[config.mk]
export PLATFORM = sky130hd
export DESIGN_NAME = flash_stream_prog
export DESIGN_NICKNAME = d
export VERILOG_FILES = /design/src/rtl/fsp_pkg.sv /design/src/rtl/fsp_rst_sync.sv /design/src/rtl/fsp_word_buf.sv /design/src/rtl/fsp_poll_timer.sv /design/src/rtl/fsp_ctrl.sv /design/src/rtl/flash_stream_prog.sv
export SDC_FILE = /design/constraint.sdc
export NUM_CORES = 1
export LEC_CHECK = 0
export BUFFER_PORTS_ARGS = -buffer_cell sky130_fd_sc_hd__buf_2
export CAP_MARGIN = 20
export CELL_PAD_IN_SITES_DETAIL_PLACEMENT = 1
export CELL_PAD_IN_SITES_GLOBAL_PLACEMENT = 1
export CORE_ASPECT_RATIO = 1.2
export CORE_UTILIZATION = 45
export DETAILED_ROUTE_END_ITERATION = 12
export PLACE_DENSITY = 0.79
export SLEW_MARGIN = 25
export SYNTH_ARGS = -nofsm -noshare
export SYNTH_HDL_FRONTEND = slang
export SYNTH_SLANG_ARGS = --single-unit
[constraint.sdc]
create_clock -name clk -period 5.6 [get_ports clk]
set_input_delay 1.12 -clock clk [delete_from_list [all_inputs] [get_ports clk]]
set_output_delay 1.12 -clock clk [all_outputs]
set_load 0.02 [all_outputs]
[src/rtl/fsp_pkg.sv]
package fsp_pkg;

  typedef enum logic [3:0] {
    S_IDLE,
    S_SETUP,
    S_CONFIRM,
    S_POLL_SETUP,
    S_POLL_RDY,
    S_FETCH,
    S_WRITE,
    S_POLL_DONE,
    S_TERM,
    S_POLL_EXIT,
    S_STATUS,
    S_FIN
  } fsp_state_e;

  localparam logic [15:0] CMD_SETUP   = 16'h0030;
  localparam logic [15:0] CMD_CONFIRM = 16'h00D0;
  localparam logic [15:0] CMD_TERM    = 16'hFFFF;

  localparam int SB_READY = 7;
  localparam int SB_PFAIL = 4;
  localparam int SB_VPP   = 3;
  localparam int SB_LOCK  = 1;
  localparam int SB_BUSY  = 0;

endpackage

[src/rtl/fsp_rst_sync.sv]
module fsp_rst_sync (
  input  logic clk,
  input  logic rst_n,
  output logic rst_n_sync
);

  logic [1:0] sync_q;

  always_ff @(posedge clk or negedge rst_n) begin
    if (!rst_n) begin
      sync_q <= 2'b00;
    end else begin
      sync_q <= {sync_q[0], 1'b1};
    end
  end

  assign rst_n_sync = sync_q[1];

endmodule

[src/rtl/fsp_word_buf.sv]
module fsp_word_buf #(
  parameter int DEPTH = 32,
  parameter int DW    = 16
) (
  input  logic                     clk,
  input  logic                     wr_en,
  input  logic [$clog2(DEPTH)-1:0] idx,
  input  logic [DW-1:0]            wr_data,
  output logic [DW-1:0]            rd_data
);

  logic [DW-1:0] mem [DEPTH];

  always_ff @(posedge clk) begin
    if (wr_en) begin
      mem[idx] <= wr_data;
    end
  end

  assign rd_data = mem[idx];

endmodule

[src/rtl/fsp_poll_timer.sv]
module fsp_poll_timer #(
  parameter int TW = 16
) (
  input  logic          clk,
  input  logic          rst_n,
  input  logic [TW-1:0] limit,
  input  logic          fail,
  output logic          expired
);

  logic [TW-1:0] cnt_q;
  logic [TW-1:0] cnt_d;

  assign expired = fail && (cnt_q == (limit - TW'(1)));

  always_comb begin
    cnt_d = cnt_q;
    if (!fail) begin
      cnt_d = '0;
    end else if (!expired) begin
      cnt_d = cnt_q + TW'(1);
    end
  end

  always_ff @(posedge clk or negedge rst_n) begin
    if (!rst_n) begin
      cnt_q <= '0;
    end else begin
      cnt_q <= cnt_d;
    end
  end

endmodule

[src/rtl/fsp_ctrl.sv]
module fsp_ctrl
  import fsp_pkg::*;
#(
  parameter int AW        = 24,
  parameter int BLK_BITS  = 16,
  parameter int MAX_WORDS = 32,
  parameter int TW        = 16,
  parameter int DW        = 16
) (
  input  logic                         clk,
  input  logic                         rst_n,
  input  logic                         start,
  input  logic [AW-1:0]                base_addr,
  input  logic [$clog2(MAX_WORDS+1)-1:0] word_count,
  input  logic [TW-1:0]                timeout_limit,
  input  logic                         src_valid,
  input  logic [DW-1:0]                src_data,
  output logic                         src_ready,
  output logic                         busy,
  output logic                         done,
  output logic                         vpp_err,
  output logic                         lock_err,
  output logic                         prog_err,
  output logic                         timeout_err,
  output logic [AW-1:0]                flash_addr,
  output logic [DW-1:0]                flash_wdata,
  output logic                         flash_we,
  output logic                         flash_re,
  input  logic [DW-1:0]                flash_rdata,
  output logic                         buf_wr_en,
  output logic [$clog2(MAX_WORDS)-1:0] buf_idx,
  input  logic [DW-1:0]                buf_rd_data,
  output logic [TW-1:0]                poll_limit,
  output logic                         poll_fail,
  input  logic                         poll_expired
);

  localparam int CW = $clog2(MAX_WORDS + 1);
  localparam int IW = $clog2(MAX_WORDS);
  localparam logic [AW-1:0] BLK_FLIP = AW'(1) << BLK_BITS;

  fsp_state_e    state_q, state_d;
  logic [AW-1:0] base_q;
  logic [CW-1:0] cnt_q;
  logic [TW-1:0] lim_q;
  logic [IW-1:0] idx_q, idx_d;
  logic          verify_q, verify_d;
  logic [DW-1:0] data_q, data_d;
  logic          vpp_q, vpp_d, lock_q, lock_d, prog_q, prog_d, tmo_q, tmo_d;
  logic          cfg_load;
  logic          last_word;
  logic          st_ready, st_pfail, st_vpp, st_lock, st_busy;
  logic          rdata_unused;

  assign st_ready = flash_rdata[SB_READY];
  assign st_pfail = flash_rdata[SB_PFAIL];
  assign st_vpp   = flash_rdata[SB_VPP];
  assign st_lock  = flash_rdata[SB_LOCK];
  assign st_busy  = flash_rdata[SB_BUSY];
  assign rdata_unused = ^{flash_rdata[DW-1:SB_READY+1], flash_rdata[6:5], flash_rdata[2]};

  assign cfg_load  = (state_q == S_IDLE) && start;
  assign last_word = (CW'(idx_q) + CW'(1)) == cnt_q;

  // Bus drive from state
  always_comb begin
    flash_we    = 1'b0;
    flash_re    = 1'b0;
    flash_wdata = '0;
    flash_addr  = base_q;
    case (state_q)
      S_SETUP:   begin flash_we = 1'b1; flash_wdata = DW'(CMD_SETUP);   end
      S_CONFIRM: begin flash_we = 1'b1; flash_wdata = DW'(CMD_CONFIRM); end
      S_WRITE:   begin flash_we = 1'b1; flash_wdata = data_q;           end
      S_TERM: begin
        flash_we    = 1'b1;
        flash_wdata = DW'(CMD_TERM);
        flash_addr  = base_q ^ BLK_FLIP;
      end
      S_POLL_SETUP, S_POLL_RDY, S_POLL_DONE, S_POLL_EXIT, S_STATUS: flash_re = 1'b1;
      default: ;
    endcase
  end

  // Unsuccessful poll read this cycle
  always_comb begin
    case (state_q)
      S_POLL_SETUP:            poll_fail = st_ready && !(st_vpp || st_lock);
      S_POLL_RDY, S_POLL_DONE: poll_fail = st_busy;
      S_POLL_EXIT:             poll_fail = !st_ready;
      default:                 poll_fail = 1'b0;
    endcase
  end

  assign src_ready  = (state_q == S_FETCH) && !verify_q;
  assign buf_wr_en  = src_ready && src_valid;
  assign buf_idx    = idx_q;
  assign poll_limit = lim_q;
  assign busy       = (state_q != S_IDLE);
  assign done       = (state_q == S_FIN);
  assign vpp_err    = vpp_q;
  assign lock_err   = lock_q;
  assign prog_err   = prog_q;
  assign timeout_err = tmo_q;

  // Next state
  always_comb begin
    state_d  = state_q;
    idx_d    = idx_q;
    verify_d = verify_q;
    data_d   = data_q;
    vpp_d    = vpp_q;
    lock_d   = lock_q;
    prog_d   = prog_q;
    tmo_d    = tmo_q;
    case (state_q)
      S_IDLE: begin
        if (start) begin
          state_d = S_SETUP;
          vpp_d   = 1'b0;
          lock_d  = 1'b0;
          prog_d  = 1'b0;
          tmo_d   = 1'b0;
        end
      end
      S_SETUP:   state_d = S_CONFIRM;
      S_CONFIRM: state_d = S_POLL_SETUP;
      S_POLL_SETUP: begin
        if (!st_ready) begin
          state_d  = S_POLL_RDY;
          idx_d    = '0;
          verify_d = 1'b0;
        end else if (st_vpp || st_lock) begin
          vpp_d   = st_vpp;
          lock_d  = st_lock;
          state_d = S_FIN;
        end else if (poll_expired) begin
          tmo_d   = 1'b1;
          state_d = S_FIN;
        end
      end
      S_POLL_RDY: begin
        if (!st_busy) begin
          state_d = S_FETCH;
        end else if (poll_expired) begin
          tmo_d   = 1'b1;
          state_d = S_FIN;
        end
      end
      S_FETCH: begin
        if (verify_q) begin
          data_d  = buf_rd_data;
          state_d = S_WRITE;
        end else if (src_valid) begin
          data_d  = src_data;
          state_d = S_WRITE;
        end
      end
      S_WRITE: state_d = S_POLL_DONE;
      S_POLL_DONE: begin
        if (!st_busy) begin
          if (last_word) begin
            state_d = S_TERM;
          end else begin
            idx_d   = idx_q + IW'(1);
            state_d = S_POLL_RDY;
          end
        end else if (poll_expired) begin
          tmo_d   = 1'b1;
          state_d = S_FIN;
        end
      end
      S_TERM: begin
        if (!verify_q) begin
          verify_d = 1'b1;
          idx_d    = '0;
          state_d  = S_POLL_RDY;
        end else begin
          state_d = S_POLL_EXIT;
        end
      end
      S_POLL_EXIT: begin
        if (st_ready) begin
          state_d = S_STATUS;
        end else if (poll_expired) begin
          tmo_d   = 1'b1;
          state_d = S_FIN;
        end
      end
      S_STATUS: begin
        prog_d  = st_pfail;
        state_d = S_FIN;
      end
      S_FIN:   state_d = S_IDLE;
      default: state_d = S_IDLE;
    endcase
  end

  // Registers
  always_ff @(posedge clk or negedge rst_n) begin
    if (!rst_n) begin
      state_q  <= S_IDLE;
      idx_q    <= '0;
      verify_q <= 1'b0;
      data_q   <= '0;
      vpp_q    <= 1'b0;
      lock_q   <= 1'b0;
      prog_q   <= 1'b0;
      tmo_q    <= 1'b0;
    end else begin
      state_q  <= state_d;
      idx_q    <= idx_d;
      verify_q <= verify_d;
      data_q   <= data_d;
      vpp_q    <= vpp_d;
      lock_q   <= lock_d;
      prog_q   <= prog_d;
      tmo_q    <= tmo_d;
    end
  end

  always_ff @(posedge clk or negedge rst_n) begin
    if (!rst_n) begin
      base_q <= '0;
      cnt_q  <= '0;
      lim_q  <= '0;
    end else if (cfg_load) begin
      base_q <= base_addr;
      cnt_q  <= word_count;
      lim_q  <= timeout_limit;
    end
  end

endmodule

[src/rtl/flash_stream_prog.sv]
module flash_stream_prog #(
  parameter int AW        = 24,
  parameter int BLK_BITS  = 16,
  parameter int MAX_WORDS = 32,
  parameter int TW        = 16,
  parameter int DW        = 16
) (
  input  logic                           clk,
  input  logic                           rst_n,
  input  logic                           start,
  input  logic [AW-1:0]                  base_addr,
  input  logic [$clog2(MAX_WORDS+1)-1:0] word_count,
  input  logic [TW-1:0]                  timeout_limit,
  input  logic                           src_valid,
  input  logic [DW-1:0]                  src_data,
  output logic                           src_ready,
  output logic                           busy,
  output logic                           done,
  output logic                           vpp_err,
  output logic                           lock_err,
  output logic                           prog_err,
  output logic                           timeout_err,
  output logic [AW-1:0]                  flash_addr,
  output logic [DW-1:0]                  flash_wdata,
  output logic                           flash_we,
  output logic                           flash_re,
  input  logic [DW-1:0]                  flash_rdata
);

  localparam int IW = $clog2(MAX_WORDS);

  logic          rst_n_sync;
  logic          buf_wr_en;
  logic [IW-1:0] buf_idx;
  logic [DW-1:0] buf_rd_data;
  logic [TW-1:0] poll_limit;
  logic          poll_fail;
  logic          poll_expired;

  fsp_rst_sync u_rst_sync (
    .clk        (clk),
    .rst_n      (rst_n),
    .rst_n_sync (rst_n_sync)
  );

  fsp_ctrl #(
    .AW(AW), .BLK_BITS(BLK_BITS), .MAX_WORDS(MAX_WORDS), .TW(TW), .DW(DW)
  ) u_ctrl (
    .clk           (clk),
    .rst_n         (rst_n_sync),
    .start         (start),
    .base_addr     (base_addr),
    .word_count    (word_count),
    .timeout_limit (timeout_limit),
    .src_valid     (src_valid),
    .src_data      (src_data),
    .src_ready     (src_ready),
    .busy          (busy),
    .done          (done),
    .vpp_err       (vpp_err),
    .lock_err      (lock_err),
    .prog_err      (prog_err),
    .timeout_err   (timeout_err),
    .flash_addr    (flash_addr),
    .flash_wdata   (flash_wdata),
    .flash_we      (flash_we),
    .flash_re      (flash_re),
    .flash_rdata   (flash_rdata),
    .buf_wr_en     (buf_wr_en),
    .buf_idx       (buf_idx),
    .buf_rd_data   (buf_rd_data),
    .poll_limit    (poll_limit),
    .poll_fail     (poll_fail),
    .poll_expired  (poll_expired)
  );

  fsp_word_buf #(.DEPTH(MAX_WORDS), .DW(DW)) u_buf (
    .clk     (clk),
    .wr_en   (buf_wr_en),
    .idx     (buf_idx),
    .wr_data (src_data),
    .rd_data (buf_rd_data)
  );

  fsp_poll_timer #(.TW(TW)) u_timer (
    .clk     (clk),
    .rst_n   (rst_n_sync),
    .limit   (poll_limit),
    .fail    (poll_fail),
    .expired (poll_expired)
  );

endmodule

Word level (Yosys, flattened, before mapping)
Memory sizes are Yosys's and may differ from the RTL's. A register that Yosys moved wholly into a read port is not among the register bits.
Cells that the tools add are included.
W data, S select, Z words.
- $add $sub $neg: 4
- equality and inequality tests: 25
- multiplexer cells: 42
- bitwise logic cells: 1
- reduce and logical (&&, ||, !) cells: 28
- operator list (kind ; number):
    $pmux W16 S4 ; 1
    $mux W4 ; 11
    $pmux W4 S11 ; 1
    $mux W16 ; 2
    $mux W5 ; 4
    $ne A2 B2 Y1 const B ; 9
    $mux W17 ; 1
    $add A16 B1 Y16 const B ; 1
    $eq A16 B16 Y1 ; 1
    $eq A4 B3 Y1 const B ; 4
    $eq A4 B4 Y1 const B ; 4
    $sub A16 B1 Y16 const B ; 1
    $mux W1 ; 15
    $pmux W5 S3 ; 1
    $eq A4 B2 Y1 const B ; 2
    $pmux W1 S2 ; 4
    $reduce_and A2 Y1 ; 4
    $reduce_bool A2 Y1 ; 4
    $reduce_bool A4 Y1 ; 2
    $add A5 B1 Y6 const B ; 1
    $eq A6 B6 Y1 ; 1
    $reduce_and A6 Y1 ; 1
    $add A5 B1 Y5 const B ; 1
    $logic_and A1 B1 Y1 ; 5
    15 further kinds ; 19
- register bits: 78
- memory bits (writable): 512
- input bits: 82
- word-level logic and storage cells: 113
- memories kept: 1
- memories (memory ; depth ; bits a word ; read ports ; clocked after Yosys merged registers in ; write ports ; line ; source):
    u_buf.mem ; 32 ; 16 ; 1 ; 1 ; 1 ; fsp_word_buf.sv:12 ; logic [DW-1:0] mem [DEPTH];

Depth between registers and ports, before layout
Gate-level depths: netlist (run 1).
- word-level depth: 9
- depth in mapped cells: 12
- gate-level depth less buffers: 9

Hierarchy
Synthesis (run 1) repeated with hierarchy kept, for this count alone.
- cell total of the unflattened synthesis: 1644
- area, all modules: 25284.2 um^2
- modules (own cells, without submodules) (module ; times used ; cells an instance ; area each (um^2)):
    fsp_word_buf ; 1 ; 1070 ; 19738.9
    fsp_ctrl ; 1 ; 391 ; 4038.9
    fsp_poll_timer ; 1 ; 180 ; 1452.6
    fsp_rst_sync ; 1 ; 3 ; 53.8

Worst setup path after synthesis (run 1)
No wires, ideal clock.
- path kind: flip-flop to flip-flop
- from: register u_ctrl.state_q[3]
- to: memory u_buf.mem[15][0], enable pin
- data arrival time: 3.456 ns
- data required time: 5.191 ns
- path slack: 1.734 ns
- stages on the path, launching flop included: 9
- path buffers: 3
- cells stage by stage: dfrtp_1 > nand2b_1 > clkbuf_1 > nor3_1 > and2_1 > clkbuf_1 > clkbuf_1 > nand2_1 > nor3_1
- cells in the longest elaborated chain, start to end: 5
- RTL lines (what ; line ; source):
    start: declaration ; fsp_ctrl.sv:42 ; fsp_state_e state_q, state_d;
    start signal: assignment ; fsp_ctrl.sv:211 ; state_q <= state_d;
    $eq A4 B3 Y1 ; fsp_ctrl.sv:95 ; assign src_ready = (state_q == S_FETCH) && !verify_q;
    $logic_and A1 B1 Y1 ; fsp_ctrl.sv:95 ;
    named net src_ready ; flash_stream_prog.sv:16 ; output logic src_ready,
    $logic_and A1 B1 Y1 ; fsp_ctrl.sv:96 ; assign buf_wr_en = src_ready && src_valid;
    $mux W1 ; fsp_word_buf.sv:15 ; if (wr_en) begin
    $mux W1 (not written as such) ; fsp_word_buf.sv:16 ; mem[idx] <= wr_data;
    end: declaration ; fsp_word_buf.sv:12 ;
The timed path passes the listed nets, and every way through them passes these cells.

Worst setup path after layout (run 1)
- from: register u_ctrl.state_q[2]
- to: memory u_buf.mem[15][10], enable pin
- cells in the longest elaborated chain, start to end: 5
- RTL lines (what ; line):
    $eq A4 B3 Y1 ; fsp_ctrl.sv:95
    $logic_and A1 B1 Y1 ; fsp_ctrl.sv:95
    $logic_and A1 B1 Y1 ; fsp_ctrl.sv:96
    $mux W1 ; fsp_word_buf.sv:15
    $mux W1 (not written as such) ; fsp_word_buf.sv:16
No other way between the ends.

==> impl_summary.log, run 1 <==
INFO  metric postSynth.topFlopCell = edfxtp_1
INFO  metric postSynthAreaPerCell = 16.60 um2
INFO  metric post-synth-top-area-fraction = 0.6158
INFO  metric power-per-cell-area = 441.7 nW/um2
INFO  metric grt_antenna_before_repair = 0
INFO  metric post-synth-top-count-cell = edfxtp_1
INFO  metric dpl.cell_count = 2280
INFO  metric synth-warning-count = 0
INFO  metric grt_use_total = 0.2303
INFO  metric achievable-frequency = 0.2494 GHz
INFO  metric die_y = 260.0 um
INFO  metric synth-edff-count = 512
INFO  metric timing.critical_path.slowest_stage_cell = and2_1
INFO  metric cellLeakagePower = 0.009727 uW
INFO  metric cts-hold-fix-buffers = 0
INFO  metric antenna_cells_inserted = 0
INFO  metric worst-endpoint-arrival = 4320 ps
INFO  metric cts_setup_buffers = 0
INFO  metric drt-pass1-iter-count = 5
INFO  metric drc = 0
INFO  metric synth_commonest_cells = edfxtp_1, nand2_1, mux4_2
INFO  metric n_fill_cell = 5195
INFO  metric global_route.overflow_total = 0
INFO  metric synth.distinct_cells = 70
INFO  metric postRouteAntennaNets = 0
INFO  metric pin_count_of_the_biggest_net_entering_global_routing = 72
INFO  metric postSynth.asyncResetShare = 0.1551
INFO  metric cp-end-kind = flip-flop
INFO  metric detailedRoute.firstIterationViolations = about 1500
INFO  metric timing_worst_setup_path_type = flip-flop to flip-flop
INFO  metric outcome = complete, no violations
INFO  metric finClkSkew = 24.08 ps
INFO  metric pin_count = 131
INFO  metric ctsRootBufferMaster = clkbuf_16
INFO  metric number_of_cts_inserted_buffers = 59
INFO  metric syn2layout_area_growth = 13.61%
INFO  metric drt-total-wl = 64250 um
INFO  metric cpLargestDelayFamily = simple AND/OR/NAND/NOR gates
INFO  metric critical_path.max_fanout = 17
INFO  metric setup.worst_path.start_class = flip-flop
INFO  metric worst_slew_margin_rel = 0.2837
INFO  metric hold_viol_final = 0
INFO  metric clock_sink_count = 606
INFO  metric time_the_final_worst_path_needs_with_i_o_delays_and_setup = 4010 ps
INFO  metric avgRoutedWirePerCell = roughly 27 um
INFO  metric grt_setup_unrepaired = no
INFO  metric final_net_count = 1710
INFO  metric cts_tree = done
INFO  metric io_buffer_count = around 120
INFO  metric die_x = ~220 um
INFO  metric tightest_slew = 1073 ps
INFO  metric postSynthCellCount = 1504
INFO  metric post_synth_instance_area = about 25000 um2
INFO  metric cap_violations = 0
INFO  metric std_cell_rows = 94
INFO  metric worstPathBufferInverterCount = 1
INFO  metric timing.final.setup_violations = 0
INFO  metric stdcell_count = about 2400
INFO  metric hpwlAfterDp = roughly 40000 um
INFO  metric layout_cell_share_with_drive_strength_beyond_1 = 0.2545
INFO  metric synth.yosys.seq_area_share = 0.7100
INFO  metric post_route_setup_tns = 0 ps
INFO  metric ctsHtreeMaxLevel = 2
INFO  metric cp_cell_sequence = nand2b_1, nor3_1, and2_1, nand2_1, nor3_2, buf_4
INFO  metric postSynthNetCount = 1592
INFO  metric worstHoldPathType = flip-flop to asynchronous set/reset pin
INFO  metric cts.repair.resized = 0
INFO  metric max-vdd-ir-drop = 261.4 uV
INFO  metric cell_type_with_the_largest_total_area_after_synthesis = edfxtp_1
INFO  metric fp.dieArea = 56440 um2
INFO  metric clk_transition_reported_paths = 70 ps
INFO  metric synth_seq_cells = 606
INFO  metric initial_core_util = 0.4556
INFO  metric routed_via_density = 5.958
INFO  metric num_vias = about 14000
INFO  metric core_footprint = 54810 um2
INFO  metric cts.path.max_buffers = 3
INFO  metric crit_cells = 6
INFO  metric netlist_top_cells_area = edfxtp_1, mux4_2, dfrtp_1
INFO  metric slew_violations = 0
INFO  metric timing.final.crit_share = 0.7161
INFO  metric reg2reg_depth = 6
INFO  metric worstSkewPairLatency = 630 ps
INFO  metric global_route_wire_length_before_repair = 96120 um
INFO  metric critPathRequiredTime = 5910 ps
INFO  metric crit_path_max_incr_delay = 700 ps
INFO  metric globalplace.congestion = 0.8345
INFO  metric first_global_vias = 15253
## sequential cells by signal, indices dropped and copies added (netlist names)
| register | flops |
|---|---|
| u_ctrl.prog_err | 1 |
| u_rst_sync.sync_q | 2 |
| u_ctrl.cnt_q | 6 |
| u_ctrl.timeout_err | 1 |
| u_timer.cnt_q | 16 |
| u_ctrl.buf_idx | 5 |
| u_ctrl.poll_limit | 16 |
| u_ctrl.lock_err | 1 |
| u_buf.mem | 512 |
| u_ctrl.state_q | 4 |
| u_ctrl.base_q | 24 |
| u_ctrl.verify_q | 1 |
| u_ctrl.vpp_err | 1 |
| u_ctrl.data_q | 16 |
## layer usage
metal | global-route usage | up-vias | share of wire
met2 | 0.3959 | 614 | 0.51
met5 | 0 | - | 0
met1 | 0.2960 | 7432 | 0.39
li1 | - | 6080 | -
met4 | 0.08157 | 0 | 0.034
met3 | 0.03684 | 113 | 0.064
## report_power, final
group,leakage (uW),switching [uW],total [uW],internal [uW]
combinational,0.00295,1600,2810,1210
sequential,0.00581,402,5560,5160
clock,0.000970,1700,4160,2460
## per-stage QoR
step / worst slack, ps / hold slack (ps) / utilization / cell area (um2) / total power, uW
final: 1590 / 211.8 / 0.5176 / 28370 / 12530
after global routing: 1390 / 245.9 / 0.5176 / 28370 / 13010
after CTS: 1614 / 227.9 / 0.5171 / 28340 / 12630
after detailed placement: 1650 / 224.6 / 0.4800 / 26310 / 8453
after global placement: 1731 / 214.4 / 0.4800 / 26310 / 8331
after floorplan: 1734 / 331.2 / - / 24970 / 7630
## placed cells by master (no fill, tap or decap), types with 5 or more instances in the layout
cell type / Yosys / final
nor2_1: 55 / 52
inv_1: 14 / 14
clkbuf_16: 0 / 60
clkinvlp_4: 0 / 5
a31oi_1: 5 / 5
buf_2: 15 / 119
o21ai_0: 59 / 59
ha_1: 6 / 6
a22oi_1: 17 / 17
clkinv_1: 0 / 14
bufinv_16: 0 / 11
clkbuf_1: 54 / 8
nand2b_1: 10 / 10
a21oi_1: 31 / 31
edfxtp_1: 512 / 512
or3_1: 8 / 8
nor3_1: 17 / 9
nor3_2: 0 / 8
nand2_1: 222 / 222
xnor2_1: 13 / 13
o221ai_1: 11 / 11
nor2b_1: 6 / 6
mux2i_1: 20 / 20
mux4_2: 131 / 131
or4_1: 10 / 10
o211ai_1: 6 / 6
mux2_2: 13 / 13
xor2_1: 15 / 15
dfrtp_1: 94 / 90
a22o_1: 11 / 11
o31ai_1: 8 / 8
clkinv_2: 0 / 6
a211oi_1: 15 / 15
and3_1: 9 / 8
buf_4: 25 / 44
nand4_1: 6 / 6
o21ai_1: 6 / 6
nand3_1: 15 / 15
## layout make-up
cell class	count	area, um2	area share
Sequential cell	606	17740	0.6254
Multi-Input combinational cell	777	6690	0.2359
Clock buffer	68	1531	0.05399
Timing Repair Buffer	164	953.4	0.03361
Tap cell	720	900.9	0.03176
Clock inverter	41	498.0	0.01756
Inverter	14	52.55	0.001853
## path summary, 6_finish.rpt
kind | start | endpoint | slack [ps]
worst max-delay path | u_ctrl.state_q[2] | u_buf.mem[15][10] | 1590
worst min-delay path | u_rst_sync.sync_q[1] | u_ctrl.data_q[7] | 210
worst max register to register | u_ctrl.state_q[2] | u_buf.mem[15][10] | 1590
worst min register to register | u_rst_sync.sync_q[1] | u_ctrl.data_q[7] | 210
max in group asynchronous | u_rst_sync.sync_q[1] | u_ctrl.buf_idx[1] | 4420
min in group clk | u_rst_sync.sync_q[0] | u_rst_sync.sync_q[1] | 360
## cells by family (layout without fill, tap and decap cells)
| family | Yosys count | after routing | synth area share |
|---|---|---|---|
| flops | 606 | 606 | 0.7100 |
| simple gates | 383 | 383 | 0.06990 |
| compound gates | 195 | 195 | 0.05106 |
| mux | 164 | 164 | 0.1320 |
| buf+inv | 121 | 287 | 0.02405 |
| xor+xnor | 28 | 28 | 0.009822 |
| fa+ha+maj | 6 | 6 | 0.003007 |
| other cells | 1 | 1 | 0.0001502 |
(Power assumes the default switching activity.)
==> run 2: changes to the inputs <==
Settings changed: PLACE_DENSITY 0.79 to 0.82.
Clock period 5.6 ns to 3.5 ns, I/O delays scaled along.
==> impl_summary.log, run 2 (same netlist as run 1, synthesis figures left out) <==
INFO  metric time_the_final_worst_path_needs_with_i_o_delays_and_setup = about 3200 ps
INFO  metric critPathRequiredTime = 2800 ps (-3110 ps)
INFO  metric cts-hold-fix-buffers = 1 (+1)
INFO  metric setup.worst_path.start_class = flip-flop
INFO  metric n_fill_cell = 5203 (+0.15%)
INFO  metric fp.dieArea = 56440 um2 (unchanged)
INFO  metric finish.utilization = 0.5230 (+0.005434)
INFO  metric hold_viol_final = 0 (unchanged)
INFO  metric hold_path.startpoint = base_addr[2]
INFO  metric routed_via_density = 5.932 (-0.43%)
INFO  metric cts_tree = done
INFO  metric std_cell_rows = 94 (unchanged)
INFO  metric die_x = 217.0 um (unchanged)
INFO  metric initial_core_util = 0.4556 (unchanged)
INFO  metric globalplace.congestion = 0.8716 (+4.4%)
INFO  metric worst-endpoint-arrival = 2460 ps (-1860 ps)
INFO  metric worst_slew_margin_rel = 0.3882 (+0.1046)
INFO  metric layout_top_registers = u_buf.mem x512, u_ctrl.base_q x24
INFO  metric cts_setup_buffers = 0 (unchanged)
INFO  metric layout.cells.most_common = edfxtp_1
INFO  metric syn2layout_area_growth = 14.80%
INFO  metric timing_worst_setup_path_type = flip-flop to output pin
INFO  metric hold_path_depth = 3
INFO  metric cellLeakagePower = 0.009932 uW (+2.1%)
INFO  metric pin_count = 131 (unchanged)
INFO  metric timing.final.setup_violations = 0 (unchanged)
INFO  metric drc = 0 (unchanged)
INFO  metric achievable-frequency = 0.3162 GHz
INFO  metric worst_case_register_to_register_setup_slack = 510 ps (-1080 ps)
INFO  metric core_footprint = 54810 um2 (unchanged)
INFO  metric final_net_count = 1748 (+2.2%)
INFO  metric number_of_cts_inserted_buffers = 57 (-3.4%)
INFO  metric drt-total-wl = 62940 um (-2.0%)
INFO  metric detailedRoute.firstIterationViolations = 1080 (-29%)
INFO  metric crit-reg2reg-capture = u_timer.cnt_q[14]
INFO  metric tightest_slew = 914.3 ps (-159.1 ps)
INFO  metric outcome = complete, no violations
INFO  metric finClkSkew = 16.16 ps (-7.924 ps)
INFO  metric first_global_vias = 15322 (+0.45%)
INFO  metric cap_violations = 0 (unchanged)
INFO  metric postRouteAntennaNets = 0 (unchanged)
INFO  metric cts.repair.resized = 0 (unchanged)
INFO  metric hold_end = u_ctrl.base_q[2]
INFO  metric reg2reg_depth = 9 (+3)
INFO  metric power-per-cell-area = 698.2 nW/um2 (+58%)
INFO  metric grt_setup_unrepaired = no
INFO  metric slew_violations = 0 (unchanged)
INFO  metric clk_transition_reported_paths = 60 ps (about the same)
INFO  metric ctsRootBufferMaster = clkbuf_16
INFO  metric pin_count_of_the_biggest_net_entering_global_routing = 58 (-19%)
INFO  metric largest-register = u_buf.mem
INFO  metric largest_register_ffs = 512 (unchanged)
INFO  metric commonest_non_fill_non_tap_cells_in_the_layout = edfxtp_1, nand2_1, mux4_2, buf_2, dfrtp_1
INFO  metric worstSkewPairLatency = 640 ps (about the same)
INFO  metric critical_path.max_fanout = 17 (unchanged)
INFO  metric cts.path.max_buffers = 3 (unchanged)
INFO  metric hpwlAfterDp = 40130 um (-0.42%)
INFO  metric clock_sink_count = 606 (unchanged)
INFO  metric io_buffer_count = 119 (unchanged)
INFO  metric avgRoutedWirePerCell = 25.89 um (-3.7%)
INFO  metric timing.final.crit_share = 0.9036
INFO  metric grt_antenna_before_repair = 3 (+3)
INFO  metric layout_cell_share_with_drive_strength_beyond_1 = 0.2692 (+0.01467)
INFO  metric global_route.overflow_total = 0 (unchanged)
INFO  metric total_power = 20010 uW (+60%)
INFO  metric sequential_cell_area = 17740 um2 (unchanged)
INFO  metric num_vias = 14421 (+1.3%)
INFO  metric grt_use_total = 0.2257 (-0.004563)
INFO  metric multi_input_comb_area = 6683 um2 (-0.11%)
INFO  metric global_route_wire_length_before_repair = 94670 um (-1.5%)
INFO  metric drt-pass1-iter-count = 6 (+1)
INFO  metric max-vdd-ir-drop = 488.4 uV (+87%)
INFO  metric critical_path.reg2reg.startpoint = u_ctrl.poll_limit[0]
INFO  metric worstHoldPathType = input port to flip-flop
INFO  metric die_y = 260.0 um (unchanged)
INFO  metric ctsHtreeMaxLevel = 2 (unchanged)
INFO  metric cp-end-kind = output pin
[run 2: metal layers]
metal,GRT usage,up-vias,wire [um]
met1,0.2872,7486,25180
li1,-,6161,-
met5,0,-,9
met2,0.3820,633,31140
met3,0.03228,139,3706
met4,0.1070,2,2908
[run 2: through the flow]
| stage | setup slack (ps) | TNS (ps) | instances | cell area [um2] | hold WS (ps) |
|---|---|---|---|---|---|
| 5_1_grt | 221.8 | 0 | 2429 | 28660 | 263.2 |
| 6_report | 337.4 | 0 | 2431 | 28660 | 258.1 |
| 4_1_cts | 318.9 | 0 | 2429 | 28660 | 233.4 |
| 3_5_place_dp | 521.9 | 0 | 2320 | 26680 | 338.1 |
| 3_3_place_gp | 599.3 | 0 | 2320 | 26680 | 338.3 |
| 2_1_floorplan | -365.5 | -11700 | 1504 | 25000 | 331.2 |
[run 2: area by class of cell]
cell class                      instances  area share
Sequential cell                       606      0.6189
Multi-Input combinational cell        777      0.2331
Clock buffer                           70     0.05286
Timing Repair Buffer                  204     0.04575
Tap cell                              720     0.03143
Clock inverter                         38     0.01593
Inverter                               14    0.001833
Antenna cell                            2   0.0001746
[run 2: worst max path at each step]
| stage | depth (start not counted) | from | to |
|---|---|---|---|
| 6_report | 5 | u_ctrl.state_q[2] | flash_addr[16] |
| 5_1_grt | 5 | u_ctrl.state_q[2] | flash_addr[16] |
| 4_1_cts | 5 | u_ctrl.state_q[2] | flash_addr[16] |
| 3_5_place_dp | 8 | u_ctrl.buf_idx[0] | u_ctrl.data_q[11] |
| 3_3_place_gp | 7 | u_ctrl.buf_idx[0] | u_ctrl.buf_idx[0] |
| 2_1_floorplan | 8 | u_ctrl.state_q[3] | u_buf.mem[15][0] |
[run 2: power breakdown]
group | total [uW] | internal, uW | switching (uW)
sequential | 8690 | 8250 | 439
combinational | 4850 | 2080 | 2760
clock | 6470 | 3760 | 2720
total | 20000 | 14100 | 5920
[run 2: worst max-delay path: stages (launching register included)]
cell and delay [ps]:
dfrtp_1 390, buf_4 200, nand2b_1 160, or3_1 630
xnor2_1 260, buf_2 200
==> run 3: changes to the inputs <==
Settings changed: CTS_BUF_LIST set to sky130_fd_sc_hd__clkbuf_8, PLACE_DENSITY 0.82 to 0.79.
Clock period 3.5 ns to 3.2 ns, I/O delays scaled along.
==> impl_summary.log, run 3 (same netlist as run 1, synthesis figures left out) <==
INFO  metric timing_worst_setup_path_type = flip-flop to flip-flop
INFO  metric clk_transition_reported_paths = 70 ps (about the same)
INFO  metric placed_cell_area = 26780 um2 (+0.40%)
INFO  metric layout_top_registers = u_buf.mem x512, u_ctrl.base_q x24
INFO  metric placement.setup.worst_slack = 162.1 ps (-359.8 ps)
INFO  metric setup.worst_path.start_class = flip-flop
INFO  metric routed_via_density = 5.833 (-1.7%)
INFO  metric die_x = 217.0 um (unchanged)
INFO  metric timing.final.crit_share = 0.9455
INFO  metric worst_slew_margin_rel = 0.4169 (+0.02863)
INFO  metric total_power = 21560 uW (+7.7%)
INFO  metric antenna_cells_inserted = 0 (-2)
INFO  metric tightest_slew = 871.5 ps (-42.79 ps)
INFO  metric drt-pass1-iter-count = 6 (unchanged)
INFO  metric hpwlAfterDp = 41500 um (+3.4%)
INFO  metric setup_slack = 174.5 ps (-163.0 ps)
INFO  metric cts_setup_buffers = 0 (unchanged)
INFO  metric dpl.cell_count = 2331 (+0.47%)
INFO  metric design_area = 28760 um2 (+0.34%)
INFO  metric slew_violations = 0 (unchanged)
INFO  metric drt-total-wl = 64550 um (+2.6%)
INFO  metric final_net_count = 1798 (+2.9%)
INFO  metric outcome = complete, no violations
INFO  metric cts.path.max_buffers = 3 (unchanged)
INFO  metric avgRoutedWirePerCell = 25.71 um (-0.71%)
INFO  metric layout.cells.most_common = edfxtp_1
INFO  metric grt_use_total = 0.2325 (+0.006823)
INFO  metric std_cell_rows = 94 (unchanged)
INFO  metric globalplace.congestion = 0.9028 (+3.6%)
INFO  metric worst-endpoint-arrival = 3580 ps (+1120 ps)
INFO  metric ctsHtreeMaxLevel = 3 (+1)
INFO  metric global_route.overflow_total = 0 (unchanged)
INFO  metric critical_path.max_fanout = 20 (+3)
INFO  metric power-per-cell-area = 749.6 nW/um2 (+7.4%)
INFO  metric cap_violations = 0 (unchanged)
INFO  metric post_route_setup_tns = 0 ps (unchanged)
INFO  metric ctsRootBufferMaster = clkbuf_8
INFO  metric n_fill_cell = 5283 (+1.5%)
INFO  metric syn2layout_area_growth = 15.18%
INFO  metric grt_antenna_before_repair = 0 (-3)
INFO  metric num_vias = 14647 (+1.6%)
INFO  metric finClkSkew = 41.61 ps (+25.45 ps)
INFO  metric initial_core_util = 0.4556 (unchanged)
INFO  metric io_buffer_count = 119 (unchanged)
INFO  metric largest_register_ffs = 512 (unchanged)
INFO  metric critPathRequiredTime = 3750 ps (+950 ps)
INFO  metric timing.final.setup_violations = 0 (unchanged)
INFO  metric largest-register = u_buf.mem
INFO  metric global_route_wire_length_before_repair = 97390 um (+2.9%)
INFO  metric core_footprint = 54810 um2 (unchanged)
INFO  metric drc = 0 (unchanged)
INFO  metric commonest_non_fill_non_tap_cells_in_the_layout = edfxtp_1, nand2_1, mux4_2, buf_2, clkbuf_8
INFO  metric first_global_vias = 15862 (+3.5%)
INFO  metric achievable-frequency = about 0.33 GHz
INFO  metric cts_tree = done
INFO  metric pin_count_of_the_biggest_net_entering_global_routing = 50 (-14%)
INFO  metric number_of_cts_inserted_buffers = 96 (+68%)
INFO  metric time_the_final_worst_path_needs_with_i_o_delays_and_setup = slightly above 3000 ps
INFO  metric pin_count = 131 (unchanged)
INFO  metric hold_viol_final = 0 (unchanged)
INFO  metric clock_sink_count = 606 (unchanged)
INFO  metric die_y = 260.0 um (unchanged)
INFO  metric max-vdd-ir-drop = 441.2 uV (-9.7%)
INFO  metric fp.dieArea = 56440 um2 (unchanged)
INFO  metric detailedRoute.firstIterationViolations = 1190 (+10%)
INFO  metric layout_cell_share_with_drive_strength_beyond_1 = 0.2915 (+0.02229)
INFO  metric postRouteAntennaNets = 0 (unchanged)
INFO  metric stdcell_count = 2511 (+3.3%)
INFO  metric cellLeakagePower = 0.01009 uW (+1.6%)
INFO  metric cp-end-kind = flip-flop
INFO  metric worstHoldPathType = input port to flip-flop
INFO  metric worstSkewPairLatency = 700 ps (+60 ps)
INFO  metric grt_setup_unrepaired = no
==> run 3: metal layers <==
layer,vias to the layer above,track usage,part of all wire
met1,7565,0.2836,0.39
met2,667,0.4000,0.50
li1,6275,-,-
met4,0,0.1070,0.039
met3,140,0.04456,0.069
met5,-,0,0
==> run 3: final timing paths <==
path / end / slack [ps] / cells past startpoint / start
setup / recovery: u_ctrl.data_q[7] / 170 / 9 / u_ctrl.buf_idx[0]
hold / removal: u_ctrl.base_q[2] / 140 / 3 / base_addr[2]
setup reg to reg: u_ctrl.data_q[7] / 170 / 9 / u_ctrl.buf_idx[0]
hold reg to reg: u_ctrl.base_q[15] / 320 / 0 / u_rst_sync.sync_q[1]
max in group asynchronous: u_timer.cnt_q[10] / 2150 / 1 / u_rst_sync.sync_q[1]
min in group asynchronous: u_rst_sync.sync_q[0] / 300 / 2 / rst_n
==> run 3: cell type report <==
| cell class | count | area (um2) | share of cell area |
|---|---|---|---|
| multi-input cells | 777 | 6694 | 0.2328 |
| flip-flops and latches | 606 | 17740 | 0.6168 |
| clock buffers | 107 | 1473 | 0.05120 |
| well taps | 720 | 900.9 | 0.03132 |
| clock inverters | 72 | 481.7 | 0.01675 |
| repair buffers | 215 | 1419 | 0.04933 |
| inverters | 14 | 52.55 | 0.001827 |
==> run 3: metrics by stage <==
step                utilization  hold slack, ps
floorplan                     -           331.2
global placement         0.4887           339.0
detailed placement       0.4887           352.4
CTS                      0.5246           82.73
global route             0.5247           128.5
finish                   0.5247           137.0
==> run 3: report_power, final <==
part | total [uW] | switching [uW] | internal, uW
Combinational | 5320 | 3020 | 2310
Sequential | 9540 | 507 | 9030
Clock | 6700 | 3120 | 3580
Total | 21600 | 6640 | 14900
==> run 3: what timing repair did <==
action	4_1_cts	5_1_grt
hold endpoints to repair	2	0
pin swaps	0	0
hold buffers	1	0
resized for setup	1	1
endpoints found under the setup margin	1	1
==> run 3: critical path, stage by stage (launching register included) <==
cell      delay (ps)
dfrtp_4          470
buf_12           210
buf_4            250
mux4_2           550
mux2i_1          290
o22ai_1          170
a211oi_1         460
o21ai_0          190
o21ai_0          150
o21ai_0          120
